## src/rtl/adv_pkg.sv

```systemverilog
package adv_pkg;
  localparam int unsigned SECT_WORDS_LOG = 8;

  typedef enum logic [1:0] {
    ST_IDLE,
    ST_LIN,
    ST_DV1,
    ST_DV2
  } adv_state_e;
endpackage

```

## src/rtl/adv_linear.sv

```systemverilog
module adv_linear #(
  parameter int unsigned CYL_W   = 10,
  parameter int unsigned TRK_W   = 6,
  parameter int unsigned SEC_W   = 6,
  parameter int unsigned BC_W    = 17,
  parameter int unsigned WPS_LOG = 8
) (
  input  logic [CYL_W-1:0] cyl_i,
  input  logic [TRK_W-1:0] trk_i,
  input  logic [SEC_W-1:0] sec_i,
  input  logic [SEC_W-1:0] nsec_i,
  input  logic [TRK_W-1:0] nsurf_i,
  input  logic [CYL_W-1:0] ncyl_i,
  input  logic [BC_W-1:0]  bytes_i,
  input  logic             write_i,
  output logic [BC_W-1:0]  wc_o,
  output logic [BC_W-1:0]  pad_o,
  output logic             aoe_o,
  output logic             exc_o,
  output logic             last_o,
  output logic [CYL_W+TRK_W+SEC_W+2:0] end_blk_o
);
  localparam int unsigned BLK_W = CYL_W + TRK_W + SEC_W + 2;
  localparam int unsigned WA_W  = BLK_W + WPS_LOG + 1;
  localparam int unsigned WPS   = 1 << WPS_LOG;

  logic [BLK_W-1:0] cyl_x, trk_x, sec_x, nsec_x, nsurf_x, ncyl_x;
  logic [BLK_W-1:0] start_blk, cap_blk;
  logic [WA_W-1:0]  start_wa, cap_wa, sum_wa, room_wa, end_wa;
  logic [BC_W:0]    bc_p1;
  logic [BC_W-1:0]  words, wc, wc_up;
  logic             ovf;

  assign cyl_x   = BLK_W'(cyl_i);
  assign trk_x   = BLK_W'(trk_i);
  assign sec_x   = BLK_W'(sec_i);
  assign nsec_x  = BLK_W'(nsec_i);
  assign nsurf_x = BLK_W'(nsurf_i);
  assign ncyl_x  = BLK_W'(ncyl_i);

  assign start_blk = (cyl_x * nsurf_x + trk_x) * nsec_x + sec_x;
  assign cap_blk   = ncyl_x * nsurf_x * nsec_x;
  assign start_wa  = WA_W'({start_blk, {WPS_LOG{1'b0}}});
  assign cap_wa    = WA_W'({cap_blk, {WPS_LOG{1'b0}}});

  // round odd byte up to a full word
  assign bc_p1 = {1'b0, bytes_i} + (BC_W+1)'(1);
  assign words = bc_p1[BC_W:1];

  assign sum_wa  = start_wa + WA_W'(words);
  assign ovf     = sum_wa > cap_wa;
  assign exc_o   = ovf && (start_wa >= cap_wa);
  assign aoe_o   = ovf;
  assign room_wa = cap_wa - start_wa;
  assign wc      = !ovf ? words : (exc_o ? '0 : BC_W'(room_wa));
  assign wc_o    = wc;

  assign end_wa    = start_wa + WA_W'(wc) + WA_W'(WPS - 1);
  assign last_o    = !exc_o && (end_wa >= cap_wa);
  assign end_blk_o = end_wa[WA_W-1:WPS_LOG];

  assign wc_up = wc + BC_W'(WPS - 1);
  assign pad_o = write_i ? {wc_up[BC_W-1:WPS_LOG], {WPS_LOG{1'b0}}} : wc;

  logic unused_lin;
  assign unused_lin = ^{bc_p1[0], end_wa[WPS_LOG-1:0]};
endmodule

```

## src/rtl/adv_div.sv

```systemverilog
module adv_div #(
  parameter int unsigned DW = 25,
  parameter int unsigned VW = 6
) (
  input  logic          clk_i,
  input  logic          rst_ni,
  input  logic          go_i,
  input  logic [DW-1:0] num_i,
  input  logic [VW-1:0] den_i,
  output logic [DW-1:0] quo_o,
  output logic [VW-1:0] rem_o,
  output logic          done_o
);
  localparam int unsigned CW = $clog2(DW + 1);

  logic [DW-1:0] quo_q;
  logic [VW-1:0] rem_q, den_q;
  logic [CW-1:0] cnt_q;
  logic          busy_q;
  logic [VW:0]   shl, diff;
  logic          ge;

  assign shl  = {rem_q, quo_q[DW-1]};
  assign ge   = shl >= {1'b0, den_q};
  assign diff = shl - {1'b0, den_q};

  always_ff @(posedge clk_i or negedge rst_ni) begin
    if (!rst_ni) begin
      quo_q  <= '0;
      rem_q  <= '0;
      den_q  <= '0;
      cnt_q  <= '0;
      busy_q <= 1'b0;
      done_o <= 1'b0;
    end else begin
      done_o <= 1'b0;
      if (busy_q) begin
        quo_q <= {quo_q[DW-2:0], ge};
        rem_q <= ge ? diff[VW-1:0] : shl[VW-1:0];
        cnt_q <= cnt_q - CW'(1);
        if (cnt_q == CW'(1)) begin
          busy_q <= 1'b0;
          done_o <= 1'b1;
        end
      end else if (go_i) begin
        quo_q  <= num_i;
        rem_q  <= '0;
        den_q  <= den_i;
        cnt_q  <= CW'(DW);
        busy_q <= 1'b1;
      end
    end
  end

  assign quo_o = quo_q;
  assign rem_o = rem_q;


  rem_lt_den_chk: assert property (@(posedge clk_i) disable iff (!rst_ni)
    done_o |-> rem_q < den_q);
endmodule

```

## src/rtl/disk_addr_adv.sv

```systemverilog
module disk_addr_adv #(
  parameter int unsigned CYL_W   = 10,
  parameter int unsigned TRK_W   = 6,
  parameter int unsigned SEC_W   = 6,
  parameter int unsigned BC_W    = 17,
  parameter int unsigned WPS_LOG = adv_pkg::SECT_WORDS_LOG
) (
  input  logic             clk_i,
  input  logic             rst_ni,
  input  logic             start_i,
  input  logic             write_i,
  input  logic [CYL_W-1:0] cyl_i,
  input  logic [15:0]      da_i,
  input  logic [BC_W-1:0]  bytes_i,
  input  logic [SEC_W-1:0] geo_sect_i,
  input  logic [TRK_W-1:0] geo_surf_i,
  input  logic [CYL_W-1:0] geo_cyl_i,
  output logic             done_o,
  output logic [BC_W-1:0]  wc_o,
  output logic [BC_W-1:0]  pad_o,
  output logic [15:0]      da_o,
  output logic [CYL_W-1:0] cyl_o,
  output logic             last_o,
  output logic             aoe_o,
  output logic             exc_o
);
  import adv_pkg::*;

  localparam int unsigned DA_W    = 16;
  localparam int unsigned TRK_LSB = 8;
  localparam int unsigned BLK_W   = CYL_W + TRK_W + SEC_W + 2;
  localparam int unsigned DW      = BLK_W + 1;
  localparam int unsigned VW      = (SEC_W > TRK_W) ? SEC_W : TRK_W;
  localparam int unsigned HI_PAD  = DA_W - TRK_LSB - TRK_W;
  localparam int unsigned MID_PAD = TRK_LSB - SEC_W;

  adv_state_e st_q;

  logic [CYL_W-1:0] cyl_q, ncyl_q;
  logic [TRK_W-1:0] trk_q, nsurf_q;
  logic [SEC_W-1:0] sec_q, nsec_q, sec_new_q;
  logic [BC_W-1:0]  bc_q;
  logic             wr_q;

  logic [BC_W-1:0]  lin_wc, lin_pad;
  logic             lin_aoe, lin_exc, lin_last;
  logic [DW-1:0]    lin_end_blk;

  logic [DW-1:0]    div_num_q, div_quo;
  logic [VW-1:0]    div_den_q, div_rem;
  logic             div_go_q, div_done;

  adv_linear #(
    .CYL_W(CYL_W), .TRK_W(TRK_W), .SEC_W(SEC_W), .BC_W(BC_W), .WPS_LOG(WPS_LOG)
  ) u_lin (
    .cyl_i    (cyl_q),
    .trk_i    (trk_q),
    .sec_i    (sec_q),
    .nsec_i   (nsec_q),
    .nsurf_i  (nsurf_q),
    .ncyl_i   (ncyl_q),
    .bytes_i  (bc_q),
    .write_i  (wr_q),
    .wc_o     (lin_wc),
    .pad_o    (lin_pad),
    .aoe_o    (lin_aoe),
    .exc_o    (lin_exc),
    .last_o   (lin_last),
    .end_blk_o(lin_end_blk)
  );

  adv_div #(.DW(DW), .VW(VW)) u_div (
    .clk_i (clk_i),
    .rst_ni(rst_ni),
    .go_i  (div_go_q),
    .num_i (div_num_q),
    .den_i (div_den_q),
    .quo_o (div_quo),
    .rem_o (div_rem),
    .done_o(div_done)
  );

  always_ff @(posedge clk_i or negedge rst_ni) begin
    if (!rst_ni) begin
      st_q      <= ST_IDLE;
      cyl_q     <= '0;
      trk_q     <= '0;
      sec_q     <= '0;
      nsec_q    <= '0;
      nsurf_q   <= '0;
      ncyl_q    <= '0;
      bc_q      <= '0;
      wr_q      <= 1'b0;
      sec_new_q <= '0;
      div_num_q <= '0;
      div_den_q <= '0;
      div_go_q  <= 1'b0;
      done_o    <= 1'b0;
      wc_o      <= '0;
      pad_o     <= '0;
      da_o      <= '0;
      cyl_o     <= '0;
      last_o    <= 1'b0;
      aoe_o     <= 1'b0;
      exc_o     <= 1'b0;
    end else begin
      done_o   <= 1'b0;
      div_go_q <= 1'b0;
      unique case (st_q)
        ST_IDLE: if (start_i) begin
          cyl_q   <= cyl_i;
          trk_q   <= da_i[TRK_LSB +: TRK_W];
          sec_q   <= da_i[SEC_W-1:0];
          nsec_q  <= geo_sect_i;
          nsurf_q <= geo_surf_i;
          ncyl_q  <= geo_cyl_i;
          bc_q    <= bytes_i;
          wr_q    <= write_i;
          st_q    <= ST_LIN;
        end
        ST_LIN: begin
          wc_o   <= lin_wc;
          pad_o  <= lin_pad;
          aoe_o  <= lin_aoe;
          exc_o  <= lin_exc;
          last_o <= lin_last;
          if (lin_exc) begin
            da_o   <= {{HI_PAD{1'b0}}, trk_q, {MID_PAD{1'b0}}, sec_q};
            cyl_o  <= cyl_q;
            done_o <= 1'b1;
            st_q   <= ST_IDLE;
          end else begin
            div_num_q <= lin_end_blk;
            div_den_q <= VW'(nsec_q);
            div_go_q  <= 1'b1;
            st_q      <= ST_DV1;
          end
        end
        ST_DV1: if (div_done) begin
          sec_new_q <= div_rem[SEC_W-1:0];
          div_num_q <= div_quo;
          div_den_q <= VW'(nsurf_q);
          div_go_q  <= 1'b1;
          st_q      <= ST_DV2;
        end
        ST_DV2: if (div_done) begin
          da_o   <= {{HI_PAD{1'b0}}, div_rem[TRK_W-1:0], {MID_PAD{1'b0}}, sec_new_q};
          cyl_o  <= div_quo[CYL_W-1:0];
          done_o <= 1'b1;
          st_q   <= ST_IDLE;
        end
        default: st_q <= ST_IDLE;
      endcase
    end
  end

  logic unused_top;
  assign unused_top = ^{da_i[DA_W-1:TRK_LSB+TRK_W], da_i[TRK_LSB-1:SEC_W]};


  done_pulse_chk: assert property (@(posedge clk_i) disable iff (!rst_ni)
    done_o |=> !done_o);


  exc_no_xfer_chk: assert property (@(posedge clk_i) disable iff (!rst_ni)
    (done_o && exc_o) |-> (aoe_o && wc_o == '0 && pad_o == '0 && !last_o));


  wc_full_chk: assert property (@(posedge clk_i) disable iff (!rst_ni)
    (done_o && !aoe_o) |-> wc_o == (bc_q >> 1) + BC_W'(bc_q[0]));


  trim_last_chk: assert property (@(posedge clk_i) disable iff (!rst_ni)
    (done_o && aoe_o && !exc_o) |-> last_o);


  pad_align_chk: assert property (@(posedge clk_i) disable iff (!rst_ni)
    (done_o && wr_q) |-> (pad_o[WPS_LOG-1:0] == '0 && pad_o >= wc_o));


  hold_inputs_chk: assert property (@(posedge clk_i) disable iff (!rst_ni)
    (st_q != ST_IDLE) |=> ($stable(bc_q) && $stable(cyl_q) && $stable(nsec_q)));
endmodule

```

## config.mk

```make
export PLATFORM = sky130hd
export DESIGN_NAME = disk_addr_adv
export DESIGN_NICKNAME = d
export VERILOG_FILES = /design/src/rtl/adv_pkg.sv /design/src/rtl/adv_linear.sv /design/src/rtl/adv_div.sv /design/src/rtl/disk_addr_adv.sv
export SDC_FILE = /design/constraint.sdc
export NUM_CORES = 1
export LEC_CHECK = 0
export ABC_AREA = 1
export BUFFER_PORTS_ARGS = -buffer_cell sky130_fd_sc_hd__buf_2
export CAP_MARGIN = 10
export CORE_MARGIN = 3
export CORE_UTILIZATION = 60
export CTS_CLUSTER_DIAMETER = 200
export DETAILED_ROUTE_END_ITERATION = 6
export PLACE_DENSITY = 0.79
export SYNTH_ARGS = -nofsm -noshare
export SYNTH_HDL_FRONTEND = slang
export SYNTH_SLANG_ARGS = --single-unit
```

## constraint.sdc

```tcl
create_clock -name clk_i -period 16.3 [get_ports clk_i]
set_input_delay 0 -clock clk_i [delete_from_list [all_inputs] [get_ports clk_i]]
set_output_delay 0 -clock clk_i [all_outputs]
set_load 0.05 [all_outputs]
```

# Word level (Yosys, flattened, before mapping)
# Cells that the tools add are included.
# op_classes
n_mul	4
eq_ne	9
n_bitwise	1
mux	37
n_reduce_logical	13
addsub	10
order_cmp	4
# op_table
cell	count
$mux W25	4
$add A32 B17 Y33	2
$mux W17	3
$pmux W25 S2	1
$add A24 B6 Y24	2
$add A33 B8 Y33 const B	1
$ge A33 B32 Y1	1
$gt A33 B32 Y1	1
$ge A32 B32 Y1	1
$mul A10 B6 Y16	2
$mux W16	2
$pmux W16 S2	1
$mux W6	5
$mul A24 B6 Y24	1
$mul A16 B6 Y22	1
$mux W10	2
$pmux W10 S2	1
$add A17 B1 Y18 const B	1
$add A17 B8 Y17 const B	1
$sub A17 B17 Y17	1
$pmux W6 S2	1
$mux W5	2
$reduce_and A3 Y1	3
$mux W1	8
other kinds (17)	30
# word_totals
elab_cells	105
register_bits	210
out_inout_bits	64

# Depth between registers and ports, before layout
# logic_depth
word_depth	13
depth_mapped	84

# Hierarchy
# A second synthesis with hierarchy kept.
# hier_totals
hier_cells	3235
area_unflattened_um2	24387.1
# by_module_without_submodules
mod	instances	seq_area_each_um2	area_per_inst_um2	cells_each
adv_linear	1	0.0	15045.7	2216
disk_addr_adv	1	4053.9	7093.1	755
adv_div	1	1101.1	2248.4	264

# Worst setup path before layout
# Ideal clock, no wire load.
# synth_timing
kind	flip-flop to flip-flop
from	register nsurf_q[5]
to	register last_o
setup_slack_ps	3861
period_less_slack_ps	12439
path_buffers	2
stages_incl_launch_ff	74
required_ps	16182
arrival_ps	12321
path_cell_list	dfrtp_1 -> clkbuf_1 -> nand2_1 -> fa_1 -> inv_1 -> fa_1 -> fa_1 -> ha_1 -> nand3_1 -> and2_1 -> or2_2 -> nand2_1 -> a21oi_1 -> o21ai_0 -> nand3_1 -> nand2_1 -> a21oi_1 -> o21bai_1 -> [... 38 more ...] -> nor2_1 -> inv_1 -> nor4_1 -> nand4_2 -> o21bai_2 -> nand3_1 -> xor2_1 -> ha_1 -> a21oi_1 -> nor2_1 -> nor2_1 -> o2111ai_1 -> a21oi_1 -> nand2_1 -> a21oi_1 -> nand4_1 -> nand2_1 -> nand2_1
# synth_via
elab_chain_cells	13
word_cells_on_any_way	18
classes_between	add/sub (6); mul (4); order compare (3); mux (2); reduce/logical (3)
# synth_lines
element	line	text
start: declaration	disk_addr_adv.sv:40	logic [TRK_W-1:0] trk_q, nsurf_q;
start signal: assignment	disk_addr_adv.sv:115	nsurf_q <= geo_surf_i;
$mul A10 B6 Y16	adv_linear.sv:41	assign start_blk = (cyl_x * nsurf_x + trk_x) * nsec_x + sec_x;
$add A24 B6 Y24	adv_linear.sv:41	
$mul A24 B6 Y24	adv_linear.sv:41	
$add A24 B6 Y24	adv_linear.sv:41	
$add A32 B17 Y33	adv_linear.sv:50	assign sum_wa = start_wa + WA_W'(words);
$gt A33 B32 Y1	adv_linear.sv:51	assign ovf = sum_wa > cap_wa;
$logic_and A1 B1 Y1	adv_linear.sv:52	assign exc_o = ovf && (start_wa >= cap_wa);
$mux W17	adv_linear.sv:55	assign wc = !ovf ? words : (exc_o ? '0 : BC_W'(room_wa));
$mux W17 (*)	adv_linear.sv:55	
named net lin_wc[15]	disk_addr_adv.sv:45	logic [BC_W-1:0] lin_wc, lin_pad;
$add A32 B17 Y33 (*)	adv_linear.sv:58	assign end_wa = start_wa + WA_W'(wc) + WA_W'(WPS - 1);
$add A33 B8 Y33 (*)	adv_linear.sv:58	
$ge A33 B32 Y1 (*)	adv_linear.sv:59	assign last_o = !exc_o && (end_wa >= cap_wa);
$logic_and A1 B1 Y1 (*)	adv_linear.sv:59	
end signal: assignment	disk_addr_adv.sv:126	last_o <= lin_last;
end: declaration	disk_addr_adv.sv:23	output logic last_o,
# The timed path passes the listed nets; every way through them passes the cells marked *.
# A chain may end at the register's enable or synchronous reset.

# Final worst setup path
# layout_timing
from	register nsurf_q[2]
to	register last_o
# Same word-level chain as after synthesis.

==> impl_metrics.toml <==
[floorplanning]
start_util = 0.609
die_area_um2 = 41800
die_w_um = 204
core_area_um2 = 38700
row_count = 72
die_height_um = 204
io_pins = 133

[route]
drcViolationCount = 0
post_drt_wl_per_cell_um = 17.7
viasPerCell = 5.65
wirelength_um = 67100
firstDrtPassIters = 6
final_antenna_net_count = 0
vias = 21400
drtIter0Drc = 1949

[critical_path]
rrSetupSlack_ps = 1140
crit_end = "last_o"
r2r_start = "nsurf_q[2]"
path_class = "register to register"
critPathMaxFanout = 22
cp-start-kind = "register"
arrival_ps = 15600
critPathMostFrequentCell = "nand2_1"
ff2ff_path_depth = 71
timing.rr.end = "last_o"
cp-end-kind = "register"
cp_slowest_stage_delay_ps = 700
cpMaxStageDelayCell = "dfrtp_2"
worstSetupStartpoint = "nsurf_q[2]"
crit_required_ps = 16750

[yosys]
synth_area_leaders = "dfrtp_1 22%, fa_1 16%, nand2_1 13%, ha_1 13%, inv_1 8.6%"
yosys_warnings = 0
synth_top_cell_area_share = 0.218
synth_ff_type = "dfrtp_1"
syn-cell-area_um2 = 23600
syn_inst = 3121
yosys-top-cells-count = "839 x nand2_1, 543 x inv_1, 246 x ha_1, 222 x nor2_1, 206 x dfrtp_1"
synth_edf_count = 0
seq_area_frac_synth = 0.218
yosysUniqueCellTypes = 63
yosysTopAreaCell = "dfrtp_1"
ys_ff_latch = 206
async_flop_share = 1.00
syn_avg_cell_area_um2 = 7.56
synth.most_common_cell = "nand2_1"

[power]
leakagePower_nw = 14.9
fin_total_pwr_mw = 1.08
vdd_drop_max_mv = 0.0753
pwr_density_cell_nw_per_um2 = 41.6

[cells_and_area]
drive_gt1_frac = 0.0916
seq_area_um2 = 5160
area_delta_synth_final_pct = 10.1
n_fill_cell = 3255
fin_nets = 3759
multi_input_area_um2 = 15900

[cts]
cts_root_buf = "clkbuf_16"
cts_buffer_depth = 3
clock_latency_ps = 520
htree_levels = 1
path_clk_slew_ps = 60
cts_buffers = 23
cts_tree = "done"
post-cts-setup-buffers = 0
cts_sinks = 206

[timing]
finalClockSkew_ps = 16.2
tns_ps = 0
final-setup-viol-count = 0
final_max_slew_viol_count = 0
finalCritPeriodShare = 0.930
rsz0062_at_grt = "false"
finalHoldViolCount = 0
slew_headroom = 0.179
fin_crit_ps = 15160
fmax_ghz = 0.0660
fin_ws_ps = 1140
tightest_slew_ps = 1220

[flow_run]
maxCapViolCount = 0

[run_status]
status = "finished clean"

[global_route]
antenna_found_initial = 1
grt_pass1_wl_um = 110000
track_usage = 0.327
grt_pass1_vias = 21600
overflow = 0
grt_max_degree = 79

[placement]
dp_slack_ps = 1120
port_buffers = 124
place.gp.congestion = 0.997
hpwl_um = 51700

[hold_path]
hold_class = "input port to async pin"
[cell usage in the layout, fill, tap and decap left out, drive strengths merged, types with 8 or more instances in the layout]
cell type / count
o22ai: 8
o211ai: 14
buf: 136
a211oi: 10
ha: 246
o221ai: 22
o21ai: 105
mux2: 46
nor2: 237
xnor2: 24
nand3: 102
nand4: 36
clkbuf: 30
xor2: 73
a31oi: 27
nor3: 30
or2: 14
a21oi: 157
dfrtp: 206
inv: 558
o21bai: 10
dlygate4sd3: 64
nand2: 857
fa: 191
nor4: 10
[report_power, final]
part | internal (mW) | switching (mW)
sequential | 0.511 | 0
clock | 0.322 | 0.214
combinational | 0.0160 | 0.0173
total | 0.850 | 0.231
[what timing repair did]
item	in CTS	in global routing
setup endpoints to repair	0	1
hold endpoints to repair	127	0
hold buffers	64	0
resized for setup	0	5
[registers in the layout, summed over array words and instances (netlist names), 5 cells and up, named ones only]
register	cells
div_num_q	25
sec_new_q	6
nsurf_q	6
cyl_o	10
div_den_q	6
nsec_q	6
trk_q	6
da_o	12
u_div.cnt_q	5
cyl_q	10
bc_q	17
wc_o	17
ncyl_q	10
sec_q	6
u_div.quo_o	25
pad_o	17
u_div.den_q	6
u_div.rem_o	6
[through the flow]
| step | instance area [µm²] | instances | util | hold WS [ps] |
|---|---|---|---|---|
| floorplan | 23600 | 3124 | - | -296 |
| global placement | 24600 | 3682 | 0.634 | 15.3 |
| global route | 26000 | 3783 | 0.671 | 104 |
| detailed placement | 24600 | 3682 | 0.634 | 27.8 |
| CTS | 26000 | 3782 | 0.671 | 64.9 |
| finish | 26000 | 3783 | 0.671 | 52.3 |
[cells by family after synthesis]
family,share of synthesized area
simple gates,0.229
buf+inv,0.107
fa+ha+maj,0.292
compound gates,0.0945
flops,0.218
xor+xnor,0.0363
mux,0.0219
other cells,0.000159
[metal layers]
| metal | vias up | wire length, µm | GRT usage |
|---|---|---|---|
| met5 | - | 0 | 0 |
| met4 | 0 | 2500 | 0.118 |
| met3 | 165 | 5080 | 0.0459 |
| met2 | 878 | 31700 | 0.544 |
| met1 | 10300 | 27800 | 0.440 |
| li1 | 10000 | - | - |
[worst min path at each step]
stage,start,end,slack (ps),cells past startpoint
after global placement,rst_ni,cyl_q[3],20,1
after global routing,rst_ni,u_div.rem_o[3],100,2
after detailed placement,rst_ni,cyl_q[3],30,1
after floorplan,rst_ni,async pin,-300,0
after CTS,rst_ni,u_div.rem_o[4],60,2
final,rst_ni,cyl_o[9],50,2
[area by class of cell]
class                      instances  area share
antenna                            1   0.0000963
clock buffer                      29      0.0246
clock inverter                     7     0.00462
inverter                         561      0.0811
multi-input combinational       2260       0.613
sequential                       206       0.199
tap                              518      0.0249
timing repair buffer             201      0.0526
[critical path: cells and delay by family (launching register included)]
kind / cells / cell delay (ps)
adder cells (fa/ha/maj): 14 / 6080
AND/OR/NAND/NOR: 38 / 5120
AO/OA/AOI/OAI: 6 / 1480
buffers and inverters: 10 / 1080
flip-flops: 1 / 700
XOR/XNOR: 3 / 610
(Power assumes the default switching activity.)
